## src/rtl/wbl_pkg.sv

```systemverilog
package wbl_pkg;
  typedef enum logic [2:0] {
    CTI_CLASSIC = 3'b000,
    CTI_INCR    = 3'b010,
    CTI_EOB     = 3'b111
  } cti_e;

  localparam logic [1:0] BTE_LINEAR = 2'b00;

  typedef enum logic [1:0] {
    ST_IDLE,
    ST_BURST,
    ST_CLOSE
  } eng_state_e;
endpackage

```

## src/rtl/wbl_beat_ctrl.sv

```systemverilog
module wbl_beat_ctrl #(
  parameter int BEATS = 4,
  localparam int CNT_W = (BEATS > 1) ? $clog2(BEATS) : 1
) (
  input  logic             i_clk,
  input  logic             i_rst,
  input  logic             i_req,
  input  logic             i_ack,
  output logic             o_launch,
  output logic             o_advance,
  output logic             o_finish,
  output logic             o_beat_ack,
  output logic [CNT_W-1:0] o_beat,
  output logic             o_cyc,
  output logic             o_done
);
  import wbl_pkg::*;

  eng_state_e       state_q, state_d;
  logic [CNT_W-1:0] cnt_q;
  logic             cyc_q, done_q;
  logic             last_beat;

  assign last_beat  = (cnt_q == CNT_W'(BEATS - 1));
  assign o_launch   = (state_q == ST_IDLE) && i_req;
  assign o_beat_ack = (state_q == ST_BURST) && i_ack;
  assign o_advance  = o_beat_ack && !last_beat;
  assign o_finish   = o_beat_ack && last_beat;

  always_comb begin
    state_d = state_q;
    case (state_q)
      ST_IDLE:  if (i_req)    state_d = ST_BURST;
      ST_BURST: if (o_finish) state_d = ST_CLOSE;
      ST_CLOSE:               state_d = ST_IDLE;
      default:                state_d = ST_IDLE;
    endcase
  end

  always_ff @(posedge i_clk) begin
    if (i_rst) begin
      state_q <= ST_IDLE;
      cnt_q   <= '0;
      cyc_q   <= 1'b0;
      done_q  <= 1'b0;
    end else begin
      state_q <= state_d;
      done_q  <= o_finish;
      if (o_launch) begin
        cnt_q <= '0;
        cyc_q <= 1'b1;
      end else if (o_advance) begin
        cnt_q <= cnt_q + 1'b1;
      end else if (o_finish) begin
        cyc_q <= 1'b0;
      end
    end
  end

  assign o_beat = cnt_q;
  assign o_cyc  = cyc_q;
  assign o_done = done_q;

  // completion strobe is a single cycle
  a_r8_done_single: assert property (@(posedge i_clk) disable iff (i_rst)
    done_q |=> !done_q);
  // no new cycle is opened while one is running or closing
  a_r9_no_relaunch: assert property (@(posedge i_clk) disable iff (i_rst)
    (state_q != ST_IDLE) |=> !(cyc_q && $rose(cyc_q)));
endmodule

```

## src/rtl/wbl_addr_gen.sv

```systemverilog
module wbl_addr_gen #(
  parameter int ADDR_W = 32,
  parameter int LINE_W = 128,
  parameter int BUS_W  = 32,
  localparam int LINE_BYTES = LINE_W / 8,
  localparam int STEP       = BUS_W / 8
) (
  input  logic              i_clk,
  input  logic              i_rst,
  input  logic              i_launch,
  input  logic              i_advance,
  input  logic [ADDR_W-1:0] i_addr,
  output logic [ADDR_W-1:0] o_adr
);
  localparam logic [ADDR_W-1:0] OFF_MASK = ADDR_W'(LINE_BYTES - 1);

  logic [ADDR_W-1:0] adr_q;

  always_ff @(posedge i_clk) begin
    if (i_rst) begin
      adr_q <= '0;
    end else if (i_launch) begin
      adr_q <= i_addr & ~OFF_MASK;
    end else if (i_advance) begin
      adr_q <= adr_q + ADDR_W'(STEP);
    end
  end

  assign o_adr = adr_q;
endmodule

```

## src/rtl/wbl_line_buf.sv

```systemverilog
module wbl_line_buf #(
  parameter int LINE_W = 128,
  parameter int BUS_W  = 32,
  localparam int BEATS = LINE_W / BUS_W,
  localparam int CNT_W = (BEATS > 1) ? $clog2(BEATS) : 1
) (
  input  logic             i_clk,
  input  logic             i_rst,
  input  logic             i_launch,
  input  logic             i_launch_we,
  input  logic             i_advance,
  input  logic             i_beat_ack,
  input  logic             i_we,
  input  logic [CNT_W-1:0] i_beat,
  input  logic [LINE_W-1:0] i_wline,
  input  logic [BUS_W-1:0] i_bus_rdat,
  output logic [BUS_W-1:0] o_bus_wdat,
  output logic [LINE_W-1:0] o_rline
);
  logic [LINE_W-1:0] wshift_q;
  logic              capture;

  // Outgoing line: a shift register whose low word is the current beat.
  always_ff @(posedge i_clk) begin
    if (i_rst) begin
      wshift_q <= '0;
    end else if (i_launch) begin
      wshift_q <= i_launch_we ? i_wline : '0;
    end else if (i_advance) begin
      wshift_q <= wshift_q >> BUS_W;
    end
  end

  assign o_bus_wdat = wshift_q[BUS_W-1:0];
  assign capture    = i_beat_ack && !i_we;

  // Incoming line: one word register per beat slot.
  for (genvar g = 0; g < BEATS; g++) begin : g_slot
    logic [BUS_W-1:0] word_q;
    always_ff @(posedge i_clk) begin
      if (i_rst) begin
        word_q <= '0;
      end else if (capture && (i_beat == CNT_W'(g))) begin
        word_q <= i_bus_rdat;
      end
    end
    assign o_rline[g*BUS_W +: BUS_W] = word_q;
  end
endmodule

```

## src/rtl/wbl_line_engine.sv

```systemverilog
module wbl_line_engine #(
  parameter int ADDR_W = 32,
  parameter int LINE_W = 128,
  parameter int BUS_W  = 32,
  localparam int BEATS = LINE_W / BUS_W,
  localparam int CNT_W = (BEATS > 1) ? $clog2(BEATS) : 1,
  localparam int SEL_W = BUS_W / 8
) (
  input  logic              i_clk,
  input  logic              i_rst,
  input  logic              i_req,
  input  logic              i_req_we,
  input  logic [ADDR_W-1:0] i_req_addr,
  input  logic [LINE_W-1:0] i_req_wdata,
  output logic [LINE_W-1:0] o_rdata,
  output logic              o_done,
  output logic              o_wb_cyc,
  output logic              o_wb_stb,
  output logic [ADDR_W-1:0] o_wb_adr,
  output logic              o_wb_we,
  output logic [BUS_W-1:0]  o_wb_dat,
  output logic [SEL_W-1:0]  o_wb_sel,
  output logic [2:0]        o_wb_cti,
  output logic [1:0]        o_wb_bte,
  input  logic              i_wb_ack,
  input  logic [BUS_W-1:0]  i_wb_dat
);
  import wbl_pkg::*;

  logic             launch, advance, finish, beat_ack, cyc;
  logic [CNT_W-1:0] beat;
  logic             we_q;
  logic [SEL_W-1:0] sel_q;
  cti_e             cti_q;

  wbl_beat_ctrl #(.BEATS(BEATS)) u_ctrl (
    .i_clk(i_clk), .i_rst(i_rst), .i_req(i_req), .i_ack(i_wb_ack),
    .o_launch(launch), .o_advance(advance), .o_finish(finish),
    .o_beat_ack(beat_ack), .o_beat(beat), .o_cyc(cyc), .o_done(o_done)
  );

  wbl_addr_gen #(.ADDR_W(ADDR_W), .LINE_W(LINE_W), .BUS_W(BUS_W)) u_addr (
    .i_clk(i_clk), .i_rst(i_rst), .i_launch(launch), .i_advance(advance),
    .i_addr(i_req_addr), .o_adr(o_wb_adr)
  );

  wbl_line_buf #(.LINE_W(LINE_W), .BUS_W(BUS_W)) u_buf (
    .i_clk(i_clk), .i_rst(i_rst), .i_launch(launch), .i_launch_we(i_req_we),
    .i_advance(advance), .i_beat_ack(beat_ack), .i_we(we_q), .i_beat(beat),
    .i_wline(i_req_wdata), .i_bus_rdat(i_wb_dat),
    .o_bus_wdat(o_wb_dat), .o_rline(o_rdata)
  );

  always_ff @(posedge i_clk) begin
    if (i_rst) begin
      we_q  <= 1'b0;
      sel_q <= '0;
      cti_q <= CTI_CLASSIC;
    end else if (launch) begin
      we_q  <= i_req_we;
      sel_q <= '1;
      cti_q <= (BEATS == 1) ? CTI_EOB : CTI_INCR;
    end else if (advance) begin
      cti_q <= (beat == CNT_W'(BEATS - 2)) ? CTI_EOB : CTI_INCR;
    end else if (finish) begin
      we_q  <= 1'b0;
      sel_q <= '0;
      cti_q <= CTI_CLASSIC;
    end
  end

  assign o_wb_cyc = cyc;
  assign o_wb_stb = cyc;
  assign o_wb_we  = we_q;
  assign o_wb_sel = sel_q;
  assign o_wb_cti = cti_q;
  assign o_wb_bte = BTE_LINEAR;

  // address holds while a beat is stalled
  a_r3_adr_hold: assert property (@(posedge i_clk) disable iff (i_rst)
    (o_wb_cyc && !i_wb_ack) |=> $stable(o_wb_adr));
  // address steps by one bus word after each non-final beat
  a_r3_adr_step: assert property (@(posedge i_clk) disable iff (i_rst)
    (o_wb_cyc && i_wb_ack && o_wb_cti == CTI_INCR) |=>
      (o_wb_adr == $past(o_wb_adr) + ADDR_W'(SEL_W)));
  // acknowledged final beat closes the cycle and raises done
  a_r8_close: assert property (@(posedge i_clk) disable iff (i_rst)
    (o_wb_cyc && i_wb_ack && o_wb_cti == CTI_EOB) |=> (o_done && !o_wb_cyc));
  // the cycle only ends through completion
  a_r8_fall_done: assert property (@(posedge i_clk) disable iff (i_rst)
    $fell(o_wb_cyc) |-> o_done);
  // an open cycle never shows the classic code
  a_r4_cti_burst: assert property (@(posedge i_clk) disable iff (i_rst)
    o_wb_cyc |-> (o_wb_cti == CTI_INCR || o_wb_cti == CTI_EOB));
  // full byte lanes on every write beat
  a_r6_sel_full: assert property (@(posedge i_clk) disable iff (i_rst)
    (o_wb_cyc && o_wb_we) |-> (o_wb_sel == '1));
endmodule

```

## config.mk

```make
export PLATFORM = sky130hd
export DESIGN_NAME = wbl_line_engine
export DESIGN_NICKNAME = d
export VERILOG_FILES = /design/src/rtl/wbl_pkg.sv /design/src/rtl/wbl_beat_ctrl.sv /design/src/rtl/wbl_addr_gen.sv /design/src/rtl/wbl_line_buf.sv /design/src/rtl/wbl_line_engine.sv
export SDC_FILE = /design/constraint.sdc
export NUM_CORES = 1
export LEC_CHECK = 0
export BUFFER_PORTS_ARGS = -buffer_cell sky130_fd_sc_hd__buf_4
export CORE_ASPECT_RATIO = 0.6
export CORE_MARGIN = 4
export CORE_UTILIZATION = 51
export DETAILED_ROUTE_END_ITERATION = 8
export PLACE_DENSITY = 0.91
export REMOVE_ABC_BUFFERS = 1
export SLEW_MARGIN = 20
export SYNTH_ARGS = -nofsm -noshare
export SYNTH_HDL_FRONTEND = slang
export SYNTH_SLANG_ARGS = --single-unit
```

## constraint.sdc

```tcl
create_clock -name i_clk -period 2.1 [get_ports i_clk]
set_input_delay 0.21 -clock i_clk [delete_from_list [all_inputs] [get_ports i_clk]]
set_output_delay 0.21 -clock i_clk [all_outputs]
set_load 0.005 [all_outputs]
```

==> impl_metrics.json <==
{
  "synth_common_cells": "nand2_1, dfxtp_1, a21oi_1",
  "nFillCells": 1326,
  "synth-edff-count": 0,
  "drcViolationCount": 0,
  "synthAdderAreaFrac_pct": 0.512,
  "place_ws_ps": 160,
  "cts_tree": "done",
  "grt_use_total_pct": 35.3,
  "leakage_nw": 7.20,
  "setup_violations": 0,
  "synth_xor_area_share_pct": 0.716,
  "power_frac_seq_pct": 47.5,
  "antenna_found_initial": 4,
  "yosys.area_share.simple_pct": 23.3,
  "rsz0062_at_grt": "yes",
  "drive_above_1_share_pct": 23.5,
  "switching_share_pct": 25.7,
  "cts_max_level": 1,
  "crit_family": "simple AND/OR/NAND/NOR gates",
  "ys_ff_latch": 295,
  "synth_mux_area_share_pct": 0.276,
  "synthDistinctLibCells": 54,
  "overflow": 0,
  "wl_per_cell_um": 21.1,
  "tightest_slew_ps": 990,
  "post-route-min-period_ps": 2050,
  "cts_buffers": 26,
  "cts_num_sinks": 295,
  "cts_root_buf": "clkbuf_16",
  "first_pass_iters": 6,
  "viasPerCell": 6.10,
  "io_buffers": 393,
  "fp-row-count": 43,
  "seq_area_frac_synth_pct": 48.3,
  "drt_wl_total_um": 50800,
  "start_util_pct": 52.4,
  "async_flop_share_pct": 0,
  "grt_pass1_vias": 14400,
  "area_delta_synth_final_pct": 47.5,
  "place.gp.congestion": 0.958,
  "gr-usage-met1_pct": 42.4,
  "regArea_um2": 5910,
  "fin_skew_ps": 12.3,
  "cp.required_ps": 2490,
  "syn_inst": 1593,
  "slew_violations": 0,
  "arrival_ps": 2440,
  "drtAntennaViolNets": 0,
  "timing.hold.ws_ps": 33.9,
  "finalHoldViolCount": 0,
  "clk-insertion-delay-late_ps": 540,
  "synth_flop_cell": "dfxtp_1",
  "multiInputGateArea_um2": 5500,
  "die_area_um2": 26600,
  "setup_slack_ps": 48.3,
  "power_density_nw_per_um2": 690,
  "dp_hpwl_um": 26900,
  "p_comb_share_pct": 13.5,
  "die_w_um": 208,
  "fin_util_pct": 77.2,
  "synth_area_leader_cell": "dfxtp_1",
  "synth_area_leaders": "dfxtp_1, nand2_1, a21oi_1, a31oi_1, nor2_1",
  "max_stage_delay_ps": 360,
  "p_sw_mw": 3.20,
  "power.internal_mw": 9.24,
  "synth_area_um2": 12200,
  "relSlewSlack_pct": 33.9,
  "crit_path_start_kind": "register",
  "ir_drop_v": 0.000513,
  "crit_path_end_kind": "register",
  "ys_warn_count": 0,
  "busiest_layer": "met2",
  "synth.avg_cell_area_um2": 7.68,
  "synth-compound-area-share_pct": 19.7,
  "grt_max_degree": 142,
  "finalSetupTns_ps": 0,
  "synth_top_family_by_area": "simple AND/OR/NAND/NOR gates",
  "cp_slowest_cell": "dfxtp_1",
  "outcome": "complete, no violations",
  "pwr-share-clk_pct": 39.0,
  "die_h_um": 128,
  "stdcell_area_um2": 18000,
  "met2_usage_pct": 59.8,
  "placed_cell_area_um2": 15200,
  "post-synth-top-count-cell": "nand2_1",
  "critPathBufInv": 2,
  "rr_worst_depth": 8,
  "crit_path_cell_trace": "ha_2 > nand4bb_4 > buf_12 > buf_16 > nand2_1 > a21oi_1 > a31oi_1 > nor2_1",
  "drtIter0Drc": 1816,
  "core_area_um2": 23300,
  "use_met3_pct": 8.98,
  "max_cap_viol_count": 0,
  "synth_top_area_share_pct": 48.3,
  "crit_cells": 8,
  "vias": 14700,
  "hold-path-cell-count": 4,
  "pin_count": 402,
  "clockBufferDepth": 3,
  "clk_pin_slew_ps": 70,
  "critical_path.max_fanout": 49,
  "grt_pass1_wl_um": 77700,
  "critPathKind": "reg2reg",
  "timing.final.crit_share_pct": 97.7,
  "max_clock_freq_mhz": 487,
  "nets": 2274,
  "holdCritPathClass": "in2reg"
}
[tightest hold or removal path, cell delays in order]
cell	delay, ps
buf_4	80
nand2_1	40
a21oi_1	120
a211o_1	100
[registers in the layout (all words and copies together) (netlist names)]
| name | count |
|---|---|
| o_wb_cti | 2 |
| o_wb_sel | 1 |
| o_wb_we | 1 |
| u_addr.o_adr | 30 |
| u_buf.g_slot.word_q | 128 |
| u_buf.wshift_q | 128 |
| u_ctrl.o_beat | 2 |
| u_ctrl.o_done | 1 |
| u_ctrl.state_q | 2 |
[layout by cell type, fill, tap and decap left out, drive strengths merged, types with 21 or more instances in the layout]
master	count
nand2	478
buf	428
dfxtp	295
a21oi	252
dlygate4sd3	187
nor2	121
a31oi	104
clkbuf	40
a22o	32
nand3	21
[metal layers]
layer	vias to the layer above	share of wire (%)
met5	-	0
met1	6811	36
li1	6313	-
met3	311	12
met2	1267	46
met4	0	6.1
[layout make-up]
type	instances	share of cell area (%)
repair buffers	618	29.7
clock inverters	11	0.527
inverters	6	0.125
flip-flops and latches	295	32.7
well taps	315	2.19
clock buffers	37	4.18
multi-input cells	1125	30.5
diodes	4	0.0555
[cell families after synthesis]
| logic type | after synthesis |
|---|---|
| AO/OA/AOI/OAI | 420 |
| XOR/XNOR | 10 |
| adder cells (fa/ha/maj) | 5 |
| buffers and inverters | 176 |
| flip-flops | 295 |
| multiplexers | 3 |
| other | 1 |
| AND/OR/NAND/NOR | 683 |
[metrics by stage]
stage / power, mW / instances
2_1_floorplan: 6.46 / 1426
3_3_place_gp: 7.23 / 2170
3_5_place_dp: 7.27 / 2170
4_1_cts: 12.3 / 2405
5_1_grt: 12.8 / 2411
6_report: 12.4 / 2411
[final timing paths]
check	startpoint	endpoint	slack [ps]
worst max-delay path	u_ctrl.o_beat[0]	u_buf.wshift_q[94]	50
worst min-delay path	i_req_addr[29]	u_addr.o_adr[29]	30
worst max register to register	u_ctrl.o_beat[0]	u_buf.wshift_q[94]	50
worst min register to register	u_buf.g_slot[3].word_q[9]	u_buf.g_slot[3].word_q[9]	460
[power by group through the flow]
stage	Clock [mW]	Combinational (mW)	Sequential, mW
finish	4.85	1.68	5.90
global route	5.09	1.78	5.91
CTS	4.86	1.55	5.88
detailed placement	0	1.26	6.01
global placement	0	1.23	6.00
floorplan	0	0.470	5.99
[what timing repair did]
action / CTS / global route
buffers inserted: 0 / 0
setup endpoints to repair: 0 / 59
hold buffers: 187 / 0
resized for setup: 0 / 6
endpoints found under the hold margin: 283 / 0
Note: power is estimated with default switching activity, not from simulation.
